**src/rtl/sram_ecc_pkg.sv**
```systemverilog
package sram_ecc_pkg;

    localparam int DATA_W  = 32;
    localparam int HAM_W   = 6;
    localparam int CHK_W   = HAM_W + 1;
    localparam int LANE_W  = 8;
    localparam int LANES   = DATA_W / LANE_W;
    localparam int LANE_AW = $clog2(LANES);
    localparam int MAX_POS = 38;

    typedef logic [DATA_W-1:0] word_t;
    typedef logic [CHK_W-1:0]  chk_t;

    typedef enum logic [0:0] {
        RD_IDLE = 1'b0,
        RD_RESP = 1'b1
    } rd_state_e;

    // Codeword position of data bit idx: the idx-th non power of two from 3.
    function automatic int data_pos(input int idx);
        int n;
        n = 0;
        for (int p = 3; p < 64; p++) begin
            if ((p & (p - 1)) != 0) begin
                if (n == idx) return p;
                n++;
            end
        end
        return 0;
    endfunction

    // Data bits covered by Hamming check k.
    function automatic word_t cover_mask(input int k);
        word_t m;
        m = '0;
        for (int i = 0; i < DATA_W; i++) begin
            if (((data_pos(i) >> k) & 1) == 1) m[i] = 1'b1;
        end
        return m;
    endfunction

endpackage

```
**src/rtl/sram_ecc_encode.sv**
```systemverilog
module sram_ecc_encode
    import sram_ecc_pkg::*;
(
    input  word_t data_i,
    output chk_t  code_o
);

    logic [HAM_W-1:0] ham;

    for (genvar k = 0; k < HAM_W; k++) begin : g_ham
        localparam word_t MASK = cover_mask(k);
        assign ham[k] = ^(data_i & MASK);
    end

    // Overall parity makes data plus all seven check bits even.
    assign code_o = {(^data_i) ^ (^ham), ham};

endmodule

```
**src/rtl/sram_ecc_decode.sv**
```systemverilog
module sram_ecc_decode
    import sram_ecc_pkg::*;
(
    input  logic  valid_i,
    input  word_t raw_i,
    input  chk_t  stored_i,
    output word_t data_o,
    output logic  single_o,
    output logic  double_o,
    output chk_t  syndrome_o
);

    chk_t             fresh;
    logic [HAM_W-1:0] syn;
    logic             par_bad;
    logic             in_range;
    word_t            flip;

    sram_ecc_encode u_regen (
        .data_i (raw_i),
        .code_o (fresh)
    );

    assign syn      = fresh[HAM_W-1:0] ^ stored_i[HAM_W-1:0];
    assign par_bad  = (^raw_i) ^ (^stored_i);
    assign in_range = (int'(syn) <= MAX_POS);

    for (genvar i = 0; i < DATA_W; i++) begin : g_flip
        localparam logic [HAM_W-1:0] POS = HAM_W'(data_pos(i));
        assign flip[i] = (syn == POS);
    end

    always_comb begin
        single_o   = 1'b0;
        double_o   = 1'b0;
        data_o     = '0;
        syndrome_o = '0;
        if (valid_i) begin
            single_o   = par_bad && in_range;
            double_o   = (!par_bad && (syn != '0)) || (par_bad && !in_range);
            data_o     = (par_bad && in_range) ? (raw_i ^ flip) : raw_i;
            syndrome_o = {par_bad, syn};
        end
    end

endmodule

```
**src/rtl/sram_ecc_lane.sv**
```systemverilog
module sram_ecc_lane
    import sram_ecc_pkg::*;
(
    input  logic [LANE_AW-1:0] wr_lane_i,
    input  logic [LANE_AW-1:0] rd_lane_i,
    input  chk_t               code_i,
    input  word_t              rd_word_i,
    output logic [LANES-1:0]   be_o,
    output word_t              wr_word_o,
    output chk_t               code_o
);

    for (genvar l = 0; l < LANES; l++) begin : g_lane
        assign be_o[l]                       = (wr_lane_i == LANE_AW'(l));
        assign wr_word_o[l*LANE_W +: LANE_W] = {{(LANE_W-CHK_W){1'b0}}, code_i};
    end

    always_comb begin
        code_o = rd_word_i[rd_lane_i*LANE_W +: CHK_W];
    end

endmodule

```
**src/rtl/sram_ecc_guard.sv**
```systemverilog
module sram_ecc_guard
    import sram_ecc_pkg::*;
#(
    parameter int ADDR_W = 10
) (
    input  logic              clk,
    input  logic              rst_n,
    input  logic              req_valid,
    input  logic              req_write,
    input  logic [ADDR_W-1:0] req_addr,
    input  logic [31:0]       req_wdata,
    output logic              rsp_valid,
    output logic [31:0]       rsp_rdata,
    output logic              err_single,
    output logic              err_double,
    output logic [6:0]        rsp_syndrome,
    output logic              dram_en,
    output logic              dram_we,
    output logic [ADDR_W-1:0] dram_addr,
    output logic [31:0]       dram_wdata,
    input  logic [31:0]       dram_rdata,
    output logic              cram_en,
    output logic              cram_we,
    output logic [3:0]        cram_be,
    output logic [ADDR_W-3:0] cram_addr,
    output logic [31:0]       cram_wdata,
    input  logic [31:0]       cram_rdata
);

    localparam int CADDR_W = ADDR_W - LANE_AW;

    rd_state_e          state_q, state_d;
    logic [LANE_AW-1:0] lane_q;
    logic               rd_req;
    logic               resp_now;
    chk_t               wr_code;
    chk_t               rd_code;

    assign rd_req = req_valid && !req_write;

    // State register and read lane capture.
    always_ff @(posedge clk) begin
        if (!rst_n) begin
            state_q <= RD_IDLE;
            lane_q  <= '0;
        end else begin
            state_q <= state_d;
            if (rd_req) lane_q <= req_addr[LANE_AW-1:0];
        end
    end

    always_comb begin
        unique case (state_q)
            RD_IDLE: state_d = rd_req ? RD_RESP : RD_IDLE;
            RD_RESP: state_d = rd_req ? RD_RESP : RD_IDLE;
            default: state_d = RD_IDLE;
        endcase
    end

    // Output decode of the state.
    always_comb begin
        unique case (state_q)
            RD_IDLE: resp_now = 1'b0;
            RD_RESP: resp_now = 1'b1;
            default: resp_now = 1'b0;
        endcase
    end

    assign rsp_valid = resp_now;

    // RAM-side request fan-out.
    assign dram_en    = req_valid;
    assign dram_we    = req_valid && req_write;
    assign dram_addr  = req_addr;
    assign dram_wdata = req_wdata;
    assign cram_en    = req_valid;
    assign cram_we    = req_valid && req_write;
    assign cram_addr  = req_addr[ADDR_W-1 -: CADDR_W];

    sram_ecc_encode u_enc (
        .data_i (req_wdata),
        .code_o (wr_code)
    );

    sram_ecc_lane u_lane (
        .wr_lane_i (req_addr[LANE_AW-1:0]),
        .rd_lane_i (lane_q),
        .code_i    (wr_code),
        .rd_word_i (cram_rdata),
        .be_o      (cram_be),
        .wr_word_o (cram_wdata),
        .code_o    (rd_code)
    );

    sram_ecc_decode u_dec (
        .valid_i    (resp_now),
        .raw_i      (dram_rdata),
        .stored_i   (rd_code),
        .data_o     (rsp_rdata),
        .single_o   (err_single),
        .double_o   (err_double),
        .syndrome_o (rsp_syndrome)
    );

endmodule

```
**config.mk**
```make
export PLATFORM = sky130hd
export DESIGN_NAME = sram_ecc_guard
export DESIGN_NICKNAME = d
export VERILOG_FILES = /design/src/rtl/sram_ecc_pkg.sv /design/src/rtl/sram_ecc_encode.sv /design/src/rtl/sram_ecc_decode.sv /design/src/rtl/sram_ecc_lane.sv /design/src/rtl/sram_ecc_guard.sv
export SDC_FILE = /design/constraint.sdc
export NUM_CORES = 1
export LEC_CHECK = 0
export ABC_AREA = 1
export BUFFER_PORTS_ARGS = -buffer_cell sky130_fd_sc_hd__buf_2
export CORE_MARGIN = 2
export CORE_UTILIZATION = 56
export DETAILED_ROUTE_END_ITERATION = 8
export PLACE_DENSITY = 0.95
export SETUP_SLACK_MARGIN = 0.02
export SYNTH_ARGS = -nofsm -noshare
export SYNTH_HDL_FRONTEND = slang
export SYNTH_HIERARCHICAL = 1
export SYNTH_SLANG_ARGS = --single-unit
```
**constraint.sdc**
```tcl
create_clock -name clk -period 5.5 [get_ports clk]
set_input_delay 0.275 -clock clk [delete_from_list [all_inputs] [get_ports clk]]
set_output_delay 0.275 -clock clk [all_outputs]
set_load 0.005 [all_outputs]
```
==> results of run 1 <==
## worst min path at each step
stage | startpoint | endpoint | slack, ns | depth (start not counted)
CTS | rst_n | lane_q[1] | 0.31 | 3
global route | rst_n | lane_q[0] | 0.32 | 3
finish | rst_n | lane_q[0] | 0.31 | 3
global placement | rst_n | lane_q[0] | 0.53 | 3
floorplan | rst_n | lane_q[0] | 0.40 | 2
detailed placement | rst_n | lane_q[1] | 0.54 | 3
## worst register-to-register path, cell delays in order, from the launching register on
cell and delay [ns]:
dfxtp_1 0.65, nor2_1 0.10, nor2_1 0.13
## metal layers
metal,share of wire,vias to the layer above,track usage
li1,-,4093,-
met1,0.40,3439,0.318
met2,0.48,377,0.515
met3,0.091,50,0.0297
met4,0.030,0,0.103
met5,0,-,0
## state kept, by name (all words and copies together) (netlist names)
signal / count
lane_q: 2
state_q: 1
## cell type report
cell class              count  area, µm²
fillers                  1011       3810
well taps                 136        170
flip-flops and latches      3       60.1
clock buffers               4       45.0
inverters                 172        646
multi-input cells        1034       4580
repair buffers            210       1050
## through the flow
step	util	instances	cell area, µm²
2_1_floorplan	-	1312	6040
3_3_place_gp	0.628	1555	6510
3_5_place_dp	0.628	1555	6510
4_1_cts	0.632	1559	6560
5_1_grt	0.632	1559	6560
6_report	0.632	1559	6560
## cell usage in the layout, fill, tap and decap left out, drive strengths merged
| cell | count |
|---|---|
| inv | 170 |
| xor2 | 17 |
| nand2 | 691 |
| conb | 4 |
| and3 | 1 |
| nand3 | 152 |
| o21ai | 2 |
| nor3 | 1 |
| a31oi | 1 |
| clkbuf | 4 |
| nor4 | 2 |
| nor2 | 98 |
| dfxtp | 3 |
| buf | 210 |
| a21oi | 33 |
| clkinv | 2 |
| xnor2 | 32 |
## power by group
part           leakage (µW)  internal (µW)  switching (µW)
combinational       0.00437            326             681
clock             0.0000228           49.6            16.0
sequential        0.0000247           23.2            3.45
==> impl_metrics.yaml, run 1 <==
outcome:
  status: "completed"
route:
  drt_iter0_markers: 662
  drtPass1Iterations: 7
  wl_per_cell_um: 10.8
  via_count: 7959
  route.detailed.drc: 0
  wirelength_mm: 16.8
  ant_nets: 0
  via_per_inst: 5.11
timing:
  rsz0062_at_grt: "false"
  worst_slack_ns: 1.60
  clock_skew_ns: 0
  min_period_ns: 3.90
  setup_tns_ns: 0
  setup_viol: 0
  min_period_over_period: 0.710
  hold_viol_final: 0
  fin_hold_ws_ns: 0.313
  fmaxAchievable_ghz: 0.256
  slew_violations: 0
  worstMarginPinSlew_ns: 1.10
  timing.slew.headroom: 0.262
clock_network:
  cts_resized: 0
  worst_skew_pair.late_latency_ns: 0.22
  cts_setup_buffers: 0
  clk_pin_slew_ns: 0.03
  cts.htree.levels: 1
  root_buffer: "clkbuf_8"
  postCtsHoldBufs: 0
  cts.sinks: 3
  cts_tree: "built"
  cts_buffer_depth: 2
  numCtsBuffers: 3
critical_path:
  r2r_start: "lane_q[0]"
  cpMostUsedCell: "nand2_1"
  cpLargestDelayFamily: "simple AND/OR/NAND/NOR gates"
  cpPeakStageDelay_ns: 0.80
  cp.required_ns: 5.22
  cp-startpoint: "lane_q[0]"
  cp.arrival_ns: 3.63
  crit_cells: 19
  crit-reg2reg-capture: "lane_q[0]"
  cp-end-kind: "primary output"
  reg2reg_depth: 2
  crit_chain: "inv_2, nand2_1, nand3_1, nand2_1, inv_1, nand2_1, nand2_1, nand2_1, nand2_1, nand2_1, nand2_1, nand2_1, nand3_1, nand2_1, nand2_1, nand2_2, a21oi_1, nor2_1, buf_2"
  crit_end: "rsp_rdata[3]"
  critPathMaxFanout: 66
  crit_buf_inv: 3
  slowest_stage: "nand2_2"
  crit_path_start_kind: "flop"
  critPathKind: "reg2out"
  rrSetupSlack_ns: 4.55
global_route:
  first_global_vias: 6827
  track_usage: 0.275
  grt_first_pass_wirelength_mm: 27.5
  grt_overflow_total: 0
  antenna_found_initial: 0
  grt_max_degree: 67
pwr:
  p_leak_uw: 0.00442
  irDropWorstVdd_uv: 297
  p_per_area_nw_per_um2: 168
  p_total_uw: 1100
cells_and_area:
  final_net_count: 1534
  area_delta_synth_final_pct: 8.65
  drive_gt1_frac: 0.200
  antennaDiodeCount: 0
placed_design:
  hpwlAfterDp_mm: 14.0
  dp_slack_ns: 1.96
  routabilityCongestion: 1.03
  portBuffers: 209
yosys:
  avgSynthCellArea_um2: 4.61
  syn_inst: 1309
  netlist_area_um2: 6030
  yosysWarnings: 6
die:
  num_rows: 37
  die_h_um: 108
  die-area_um2: 11600
  fp.dieW_um: 108
  core_um2: 10400
  io_pins: 242
  initial_core_util: 0.582
job:
  maxCapViolCount: 0
hold_path:
  min_path_type: "in2reg"
No activity file was read; power rests on OpenSTA's default activity.
==> run 2, diff against run 1 <==
ABC_AREA = 0   (was 1)
CORE_UTILIZATION = 47   (was 56)
clock period = 3.9 ns   (was 5.5 ns; I/O delays follow)
==> run 2 against run 1 <==
Against the previous run:
- sequential share of layout area grew 0.37 points
- area after synthesis shrank 28%
- worst hold slack lost 0.076 ns
- wire length shrank 28%
- largest power group unchanged
- clock power grew 41%
- final cell count shrank 51%
==> impl_metrics.yaml, run 2 <==
route:
  drt_iter0_markers: 415
  via_per_inst: 5.17
  via_count: 3945
  wl_per_cell_um: 16.0
  wirelength_mm: 12.2
  drtPass1Iterations: 6
  ant_nets: 0
  route.detailed.drc: 0
job:
  maxCapViolCount: 0
timing:
  fmaxAchievable_ghz: 0.275
  clock_skew_ns: 0
  min_period_over_period: 0.932
  setup_tns_ns: 0
  timing.slew.headroom: 0.173
  min_period_ns: 3.64
  worst_slack_ns: 0.264
  hold_viol_final: 0
  slew_violations: 0
  rsz0062_at_grt: "false"
  setup_viol: 0
  worstMarginPinSlew_ns: 1.24
clock_network:
  cts_buffer_depth: 2
  cts_tree: "built"
  cts_setup_buffers: 0
  clk_pin_slew_ns: 0.03
  cts.sinks: 3
  root_buffer: "clkbuf_8"
  worst_skew_pair.late_latency_ns: 0.22
  cts.htree.levels: 1
  numCtsBuffers: 3
die:
  io_pins: 242
  initial_core_util: 0.477
  die-area_um2: 9990
  fp.dieW_um: 100
  die_h_um: 100
  core_um2: 9060
  num_rows: 35
global_route:
  track_usage: 0.233
  grt_overflow_total: 0
  antenna_found_initial: 0
  grt_first_pass_wirelength_mm: 18.5
  grt_max_degree: 76
  first_global_vias: 3555
cells_and_area:
  largest_register_ffs: 2
  final_net_count: 763
  stdcell_count: 763
  area_delta_synth_final_pct: 12.3
  most-common-layout-cells: "buf_2, nand2_1, xnor2_1"
  multiInputGateArea_um2: 3480
  antennaDiodeCount: 0
  regArea_um2: 62.6
  top_regs: "lane_q (2), state_q (1)"
  final_common_cell: "buf_2"
  fillerInstances: 843
  drive_gt1_frac: 0.370
  fin_util: 0.536
  top_register: "lane_q"
critical_path:
  cp.required_ns: 3.70
  cp-end-kind: "primary output"
  rrSetupSlack_ns: 3.10
  crit_path_start_kind: "primary input"
  critPathKind: "in2out"
  cp.arrival_ns: 3.44
  critPathMaxFanout: 7
placed_design:
  portBuffers: 209
  routabilityCongestion: 0.986
  dp_slack_ns: 0.371
  dp_cells: 759
  hpwlAfterDp_mm: 10.2
pwr:
  irDropWorstVdd_uv: 958
  p_per_area_nw_per_um2: 589
  p_leak_uw: 0.00223
yosys:
  syn_inst: 535
  yosysWarnings: 6
  netlist_area_um2: 4330
  avgSynthCellArea_um2: 8.09
hold_path:
  min_path_type: "in2reg"
outcome:
  status: "completed"
## run 2: metal layers
metal | GRT usage | vias to the layer above | wire length (µm)
met5 | 0 | - | 0
met1 | 0.312 | 1813 | 5010
met2 | 0.404 | 205 | 6050
met3 | 0.0160 | 31 | 865
li1 | - | 1896 | -
met4 | 0.0685 | 0 | 278
## run 2: path summary, 6_finish.rpt
| kind | end | depth (start not counted) | from |
|---|---|---|---|
| max | rsp_rdata[19] | 12 | dram_rdata[17] |
| max reg2reg | lane_q[1] | 2 | lane_q[1] |
| min reg2reg | lane_q[0] | 2 | lane_q[0] |
| min | state_q | 2 | rst_n |
## run 2: cell type report
class	instances	share of cell area
multi-input combinational	425	0.716
timing repair buffer	218	0.232
tap	111	0.0286
sequential	3	0.0129
clock buffer	4	0.00927
inverter	2	0.00155
## run 2: worst max-delay path, cell delays in order
cell      delay (ns)
buf_2           0.15
xnor2_1         0.31
xnor3_2         0.51
xnor2_1         0.22
xor2_1          0.14
xnor2_1         0.49
nand2b_1        0.32
nor3_1          0.32
nand2_1         0.09
mux2i_1         0.18
mux2i_1         0.34
buf_2           0.18
## run 2: report_power, final
| group | switching [µW] | leakage (µW) | internal [µW] |
|---|---|---|---|
| Combinational | 1510 | 0.00219 | 1220 |
| Sequential | 11.2 | 0.0000254 | 32.6 |
| Clock | 22.7 | 0.0000228 | 69.9 |
## run 2: what timing repair did
item | 4_1_cts | 5_1_grt
endpoints found under the setup margin | 0 | 20
hold buffers | 0 | 0
gates resized for setup | 0 | 2
## run 2: metrics by stage
stage | hold WS, ns | power (µW) | cell area, µm²
floorplan | 0.317 | 2530 | 4340
global placement | 0.390 | 2650 | 4810
detailed placement | 0.390 | 2710 | 4810
CTS | 0.230 | 2820 | 4860
global route | 0.251 | 3040 | 4860
finish | 0.237 | 2860 | 4860
==> run 3, diff against run 2 <==
CTS_BUF_LIST = sky130_fd_sc_hd__clkbuf_8   (was default)
==> run 3 against run 2 <==
Against the previous run:
- utilization unchanged
- first-iteration DRC count is 8.2% higher
- sequential share of layout area unchanged
- critical path depth stayed put
- worst hold slack barely moved
- die area unchanged
- via count grew 0.81%
- wire length grew 0.15%
- clock skew is the same
- final area did not move
==> impl_metrics.yaml, run 3 (same netlist as run 2, synthesis figures left out) <==
placed_design:
  routabilityCongestion: 0.986
  place_area_um2: 4810
  hpwlAfterDp_mm: 10.2
  portBuffers: 209
die:
  die-area_um2: 9990
  core_um2: 9060
  initial_core_util: 0.477
  fp.dieW_um: 100
  io_pins: 242
  num_rows: 35
  die_h_um: 100
critical_path:
  cpLargestDelayFamily: "XOR/XNOR gates"
  crit_path_start_kind: "primary input"
  cp-end-kind: "primary output"
  cpMostUsedCell: "xnor2_1"
  rrSetupSlack_ns: 3.10
  r2r_start: "lane_q[1]"
  cp.arrival_ns: 3.43
  crit_chain: "buf_2, xnor2_1, xnor3_2, xnor2_1, xor2_1, xnor2_1, nand2b_1, nor3_1, nand2_1, mux2i_1, mux2i_1, buf_2"
  crit-reg2reg-capture: "lane_q[1]"
  critPathMaxFanout: 7
  cpPeakStageDelay_ns: 0.50
  critPathKind: "in2out"
  slowest_stage: "xnor3_2"
  crit_buf_inv: 2
  reg2reg_depth: 2
  cp.required_ns: 3.70
pwr:
  p_per_area_nw_per_um2: 587
  intPower_uw: 1320
  irDropWorstVdd_uv: 958
  p_total_uw: 2850
  p_leak_uw: 0.00224
  p_comb_frac: 0.953
  p_clk_frac: 0.032
  power_switching_uw: 1530
  p_seq_frac: 0.015
  switching_share: 0.538
timing:
  timing.slew.headroom: 0.181
  slew_violations: 0
  rsz0062_at_grt: "false"
  worstMarginPinSlew_ns: 1.23
  fmaxAchievable_ghz: 0.275
  fin_hold_ws_ns: 0.237
  min_period_ns: 3.63
  setup_tns_ns: 0
  clock_skew_ns: 0
  hold_viol_final: 0
  min_period_over_period: 0.931
  setup_viol: 0
cells_and_area:
  drive_gt1_frac: 0.370
  antennaDiodeCount: 0
  top_regs: "lane_q (2), state_q (1)"
  top_register: "lane_q"
  most-common-layout-cells: "buf_2, nand2_1, xnor2_1"
  fin_area_um2: 4860
  final_net_count: 763
  final_common_cell: "buf_2"
  largest_register_ffs: 2
  area_delta_synth_final_pct: 12.3
route:
  route.detailed.drc: 0
  ant_nets: 0
  via_count: 3977
  drt_iter0_markers: 449
  wl_per_cell_um: 16.0
  drtPass1Iterations: 7
  wirelength_mm: 12.2
  via_per_inst: 5.21
clock_network:
  cts_buffer_depth: 2
  cts_resized: 0
  root_buffer: "clkbuf_8"
  clk_pin_slew_ns: 0.03
  cts.sinks: 3
  worst_skew_pair.late_latency_ns: 0.22
  cts_tree: "built"
  cts.htree.levels: 1
  numCtsBuffers: 3
  postCtsHoldBufs: 0
  cts_setup_buffers: 0
global_route:
  grt_max_degree: 76
  grt_overflow_total: 0
  grt_first_pass_wirelength_mm: 18.5
  first_global_vias: 3555
  track_usage: 0.233
  antenna_found_initial: 0
hold_path:
  hold-path-endpoint: "state_q"
  min_path_type: "in2reg"
  hold_depth: 2
  min-delay-start: "rst_n"
outcome:
  status: "completed"
job:
  maxCapViolCount: 0
## run 3: cell types whose count changed in the layout (fill, tap and decap cells not counted), sizes merged
cell | before | now
clkbuf | 4 | 3
inv | 2 | 3
## run 3: area by class of cell
cell class              count  area [µm²]
repair buffers            218        1130
well taps                 111         139
fillers                   843        4210
multi-input cells         425        3480
flip-flops and latches      3        62.6
inverters                   2        7.51
clock buffers               3        41.3
clock inverters             1        3.75
## run 3: how the worst max path moves through the flow
stage / start / endpoint / slack (ns) / depth (start not counted)
2_1_floorplan: dram_rdata[25] / rsp_rdata[1] / 1.07 / 11
3_3_place_gp: lane_q[0] / rsp_rdata[7] / 0.43 / 9
3_5_place_dp: lane_q[0] / rsp_rdata[7] / 0.37 / 9
4_1_cts: lane_q[0] / rsp_rdata[11] / 0.12 / 9
5_1_grt: dram_rdata[17] / rsp_rdata[30] / 0.09 / 12
6_report: dram_rdata[17] / rsp_rdata[19] / 0.27 / 12
## run 3: layer usage
layer | vias up | track usage | wire (µm)
li1 | 1895 | - | -
met2 | 215 | 0.404 | 6080
met3 | 39 | 0.0160 | 899
met4 | 0 | 0.0685 | 263
met1 | 1828 | 0.312 | 4980
met5 | - | 0 | 0
## run 3: power by group through the flow
| stage | combinational [µW] | clock (µW) | sequential, µW |
|---|---|---|---|
| finish | 2720 | 90.2 | 43.7 |
| global route | 2900 | 95.1 | 45.4 |
| CTS | 2680 | 93.3 | 43.6 |
| detailed placement | 2670 | 0 | 43.9 |
| global placement | 2610 | 0 | 43.7 |
| floorplan | 2500 | 0 | 33.6 |
## run 3: stage by stage
step,setup slack (ns),util,cells
after floorplan,1.07,-,538
after global placement,0.431,0.531,759
after detailed placement,0.371,0.531,759
after CTS,0.118,0.536,763
after global routing,0.0917,0.536,763
final,0.270,0.536,763
